--- config.mk ---
export PLATFORM = sky130hd
export DESIGN_NAME = tmr_regs
export DESIGN_NICKNAME = d
export VERILOG_FILES = /design/src/rtl/tmr_regs_pkg.sv /design/src/rtl/tmr_ctrl_reg.sv /design/src/rtl/tmr_stat_reg.sv /design/src/rtl/tmr_irq_gate.sv /design/src/rtl/tmr_regs.sv
export SDC_FILE = /design/constraint.sdc
export NUM_CORES = 1
export LEC_CHECK = 0
export BUFFER_PORTS_ARGS = -buffer_cell sky130_fd_sc_hd__buf_2
export CAP_MARGIN = 20
export CORE_MARGIN = 8
export CORE_UTILIZATION = 37
export CTS_BUF_LIST = sky130_fd_sc_hd__clkbuf_8 sky130_fd_sc_hd__clkbuf_16
export DETAILED_ROUTE_END_ITERATION = 10
export PLACE_DENSITY = 0.9
export SLEW_MARGIN = 20
export SYNTH_ARGS = -nofsm -noshare
export SYNTH_HDL_FRONTEND = slang
export SYNTH_SLANG_ARGS = --single-unit
--- constraint.sdc ---
create_clock -name clk_i -period 1 [get_ports clk_i]
set_input_delay 0.1 -clock clk_i [delete_from_list [all_inputs] [get_ports clk_i]]
set_output_delay 0.1 -clock clk_i [all_outputs]
set_load 0.05 [all_outputs]
--- src/rtl/tmr_regs_pkg.sv ---
package tmr_regs_pkg;
  localparam int unsigned DW   = 32;
  localparam int unsigned NIRQ = 3;

  // control word bit positions (read by the counters)
  localparam int unsigned C_WDG_IE = 27;
  localparam int unsigned C_DEC_IE = 26;
  localparam int unsigned C_FIT_IE = 23;

  // status word bit positions
  localparam int unsigned S_ENW    = 31;
  localparam int unsigned S_WIS    = 30;
  localparam int unsigned S_WRS_HI = 29;
  localparam int unsigned S_WRS_LO = 28;
  localparam int unsigned S_DIS    = 27;
  localparam int unsigned S_FIS    = 26;

  localparam logic [DW-1:0] CTRL_MASK = 32'hFFC0_0000;
  localparam logic [DW-1:0] STAT_MASK = 32'hFC00_0000;
  localparam logic [DW-1:0] WDG_MASK  = 32'hF000_0000;

  typedef enum logic {SEL_CTRL = 1'b0, SEL_STAT = 1'b1} reg_sel_e;
endpackage

--- src/rtl/tmr_ctrl_reg.sv ---
module tmr_ctrl_reg #(
  parameter int unsigned        DW   = 32,
  parameter logic [DW-1:0]      MASK = '1
) (
  input  logic          clk_i,
  input  logic          rst_ni,
  input  logic          load_i,
  input  logic [DW-1:0] data_i,
  output logic [DW-1:0] q_o
);
  always_ff @(posedge clk_i or negedge rst_ni) begin
    if (!rst_ni)     q_o <= '0;
    else if (load_i) q_o <= data_i & MASK;
  end
endmodule

--- src/rtl/tmr_stat_reg.sv ---
module tmr_stat_reg #(
  parameter int unsigned   DW       = 32,
  parameter logic [DW-1:0] MASK     = '1,
  parameter logic [DW-1:0] RES_MASK = '0
) (
  input  logic          clk_i,
  input  logic          rst_ni,
  input  logic [DW-1:0] clr_i,
  input  logic          resume_i,
  input  logic [DW-1:0] set_i,
  output logic [DW-1:0] q_o
);
  logic [DW-1:0] res_clr, nxt;

  always_comb begin
    res_clr = resume_i ? RES_MASK : '0;
    // set is ORed last so it wins over both clears
    nxt     = ((q_o & ~clr_i & ~res_clr) | set_i) & MASK;
  end

  always_ff @(posedge clk_i or negedge rst_ni) begin
    if (!rst_ni) q_o <= '0;
    else         q_o <= nxt;
  end
endmodule

--- src/rtl/tmr_irq_gate.sv ---
module tmr_irq_gate #(
  parameter int unsigned N = 3
) (
  input  logic [N-1:0] flag_i,
  input  logic [N-1:0] en_i,
  output logic [N-1:0] irq_o
);
  for (genvar g = 0; g < N; g++) begin : g_ch
    assign irq_o[g] = flag_i[g] & en_i[g];
  end
endmodule

--- src/rtl/tmr_regs.sv ---
module tmr_regs
  import tmr_regs_pkg::*;
(
  input  logic          clk_i,
  input  logic          rst_ni,
  input  logic          wr_en_i,
  input  logic          wr_sel_i,
  input  logic [DW-1:0] wr_data_i,
  input  logic          rd_sel_i,
  output logic [DW-1:0] rd_data_o,
  input  logic          dec_set_i,
  input  logic          fit_set_i,
  input  logic          wdg_int_set_i,
  input  logic          wdg_arm_set_i,
  input  logic [1:0]    wdg_rst_set_i,
  input  logic          resume_i,
  output logic          dec_irq_o,
  output logic          fit_irq_o,
  output logic          wdg_irq_o
);
  logic [DW-1:0]   ctrl_q, stat_q, set_vec, clr_vec;
  logic            ctrl_ld;
  logic [NIRQ-1:0] flags, enables, irqs;

  assign ctrl_ld = wr_en_i && (reg_sel_e'(wr_sel_i) == SEL_CTRL);
  assign clr_vec = (wr_en_i && (reg_sel_e'(wr_sel_i) == SEL_STAT)) ? wr_data_i : '0;

  always_comb begin
    set_vec                    = '0;
    set_vec[S_DIS]             = dec_set_i;
    set_vec[S_FIS]             = fit_set_i;
    set_vec[S_WIS]             = wdg_int_set_i;
    set_vec[S_ENW]             = wdg_arm_set_i;
    set_vec[S_WRS_HI:S_WRS_LO] = wdg_rst_set_i;
  end

  tmr_ctrl_reg #(.DW(DW), .MASK(CTRL_MASK)) u_ctrl (
    .clk_i  (clk_i),
    .rst_ni (rst_ni),
    .load_i (ctrl_ld),
    .data_i (wr_data_i),
    .q_o    (ctrl_q)
  );

  tmr_stat_reg #(.DW(DW), .MASK(STAT_MASK), .RES_MASK(WDG_MASK)) u_stat (
    .clk_i    (clk_i),
    .rst_ni   (rst_ni),
    .clr_i    (clr_vec),
    .resume_i (resume_i),
    .set_i    (set_vec),
    .q_o      (stat_q)
  );

  // channel order: 0 decrementer, 1 fixed-interval, 2 watchdog
  assign flags   = {stat_q[S_WIS],    stat_q[S_FIS],    stat_q[S_DIS]};
  assign enables = {ctrl_q[C_WDG_IE], ctrl_q[C_FIT_IE], ctrl_q[C_DEC_IE]};

  tmr_irq_gate #(.N(NIRQ)) u_gate (
    .flag_i (flags),
    .en_i   (enables),
    .irq_o  (irqs)
  );

  assign dec_irq_o = irqs[0];
  assign fit_irq_o = irqs[1];
  assign wdg_irq_o = irqs[2];

  assign rd_data_o = (reg_sel_e'(rd_sel_i) == SEL_STAT) ? stat_q : ctrl_q;
endmodule

==> results.md <==
- I/O Buffers: 34
- Fin crit period: approximately 1.2 ns
- CTS buffer count: 3
- Placed Area: roughly 1100 µm²
- Fillers: ~220
- Vias per cell: 4.48
- Ys async rst share: 100%
- Clk sinks: 16
- Critical path class: register to primary output
- Synth-to-Final Area Change: 44.8%
- Synth unique cells: 12
- Die footprint: roughly 4300 µm²
- Cell area after synthesis: around 900 µm²
- Internal power: 1.45 mW
- WP data required: 0.90 ns
- Starting DRT DRC Count: 7
- Final number of setup-violating endpoints: 13
- Crit Path Max Fanout: 3
- Outcome: finished, violations left
- Final Cell Area: 1300 µm²
- Yosys top cell by area: dfrtp_1
- Layout Nets: around 170
- DR WL/cell: about 15 µm
- Core area: between 2000 and 2500 µm²
- I/O pin count: 79
- Crit path DAT: 1.08 ns
- Largest cells by area after synthesis: dfrtp_1, mux2_2, buf_4
- Commonest cells post-synth: buf_4, dfrtp_1, mux2_2
- DRC: 0
- Met2 usage: 19.1%
- CTS tree: built
- Post-route setup slack: -0.178 ns
- Vias: 690
- Post-synth EDFFs: 0
- Max Root-Sink Buffers: 2
- Skew-Pair Late Insertion Delay: 0.25 ns
- Pwr dens: 1770 nW/µm²
- Synth top area share: 44.5%
- Leak: about 0.65 nW
- Register bit total from synthesis: 16
- Final-report hold violation count: 0
- Most Crowded Layer GR: met2
- Met3 usage: 3.74%
- Syn avg cell area: 11.5 µm²
- CTS root buf: clkbuf_8
- Final cell count without fillers: 154
- Die H: ~65 µm
- # diodes: 0
- Placed cells: 144
- Yosys warns: 0
- Largest net degree at the start of global routing: 17
- Register area share after synthesis: between 40% and 50%
- F_max: around 850 MHz
- Final Cycle Share: 118%
- Clock power share: 25.0%
- First-pass GRT wire length: 3510 µm
- Setup Skew: 0 ns
- H-Tree Depth: 1
- RSZ-0062 raised after global routing: yes
- Worst Hold Class: input pin to register
- Clock slew at reported path FFs: ~0.07 ns
- Total gr overflow: 0
- Routability Congestion: 0.685
- Violated checks: negative setup slack
- Synth Instances: 78
- Ys flop type: dfrtp_1
- Sequential Power Share: 33.4%
- Psw: roughly 0.85 mW
- Final wirelength: 2290 µm
- Initial Utilization: 37.7%
- Startpoint type of the worst setup path: register
- Peak supply drop: 0.00102 V
- Sw Share: between 30 and 40%
- Rows: 18
- Count leader, synth: buf_4
- Layout cells sized above 1: 59.7%
- Max Cap Viol: 0
- Drt first pass iters: 3
- WHS: 0.0289 ns
- Initial antenna violation count: 0
- GRT Overall Usage: 10.5%
- Post-detail-place hpwl: 1760 µm
- Comb pwr share: 41.5%
- Vias in the first global route: ~770
- Critical Path End Type: primary output
- Met1 Use GR: 11.1%
- Slew Viols, Final: 0
- Antenna viol nets, final: 0
- Die X: 65.3 µm
==> metal layers <==
metal,wire (µm),vias up
met4,14,0
met2,1130,43
li1,-,312
met1,851,333
met5,0,-
met3,294,2
==> worst paths after layout <==
check	slack [ns]	start	cells after the start	endpoint
setup / recovery	-0.18	u_stat.q_o[30]$_DFF_PN0_	2	rd_data_o[30]
hold / removal	0.03	dec_set_i	2	u_stat.q_o[27]$_DFF_PN0_
setup reg to reg	0.09	u_ctrl.q_o[26]$_DFFE_PN0P_	2	u_ctrl.q_o[26]$_DFFE_PN0P_
hold reg to reg	0.50	u_stat.q_o[27]$_DFF_PN0_	1	u_stat.q_o[27]$_DFF_PN0_
max in group asynchronous	0.44	rst_ni	2	u_stat.q_o[27]$_DFF_PN0_
min in group asynchronous	0.29	rst_ni	2	u_stat.q_o[30]$_DFF_PN0_
==> repair_timing <==
action                                  in CTS  in global routing
buffers inserted                             3                  2
pin swaps                                    0                  0
hold buffers                                 1                  0
gates resized for setup                     36                  7
endpoints found under the setup margin      13                 13
hold endpoints to repair                    16                  0
==> kinds of logic (layout without fill, tap and decap cells) <==
kind of cell	Yosys count	count (layout)	synth area share (%)
other cells	1	22	0.417
compound gates	6	6	5.56
simple gates	14	14	8.90
buf+inv	25	50	20.6
mux	16	16	20.0
flops	16	16	44.5
==> cell usage in the layout, fill, tap and decap left out <==
cell / count
conb_1: 22
clkbuf_8: 4
inv_1: 1
mux2_4: 5
dfrtp_1: 16
nand3_1: 6
dlygate4sd3_1: 1
buf_8: 6
and2_4: 2
buf_2: 21
a31o_2: 4
a21o_1: 2
nor2b_4: 4
buf_4: 10
and2_1: 1
mux2_2: 11
nor2b_1: 1
buf_6: 7
==> through the flow <==
stage          utilization [%]  worst slack [ns]    TNS, ns  power, mW
4_1_cts                   52.8            -0.179      -1.38       2.28
5_1_grt                   54.6            -0.207      -1.72       2.38
3_3_place_gp              44.1            0.0189          0       1.50
3_5_place_dp              44.1         -0.000383  -0.000383       1.52
6_report                  54.6            -0.178      -1.32       2.30
2_1_floorplan                -             0.108          0       1.42
==> final cells by class <==
type / count / area [µm²] / area share, %
Timing Repair Buffer: 45 / 359 / 27.6
Clock buffer: 4 / 55.1 / 4.23
Multi-Input combinational cell: 58 / 447 / 34.3
Inverter: 1 / 3.75 / 0.288
Sequential cell: 16 / 400 / 30.7
Tap cell: 30 / 37.5 / 2.88
==> power by group through the flow <==
stage | clock network (mW) | logic [mW] | registers (mW)
5_1_grt | 0.610 | 0.996 | 0.777
2_1_floorplan | 0 | 0.659 | 0.761
6_report | 0.576 | 0.955 | 0.769
3_5_place_dp | 0 | 0.743 | 0.777
4_1_cts | 0.590 | 0.917 | 0.769
3_3_place_gp | 0 | 0.730 | 0.768
==> state kept, by name, indices dropped and copies added, names as in the netlist <==
register    flops
u_ctrl.q_o     10
u_stat.q_o      6
==> critical path, cell delays in order, from the launching register on <==
cell     delay [ns]
dfrtp_1        0.40
mux2_4         0.27
buf_8          0.15
Note: power is estimated with default switching activity, not from simulation.
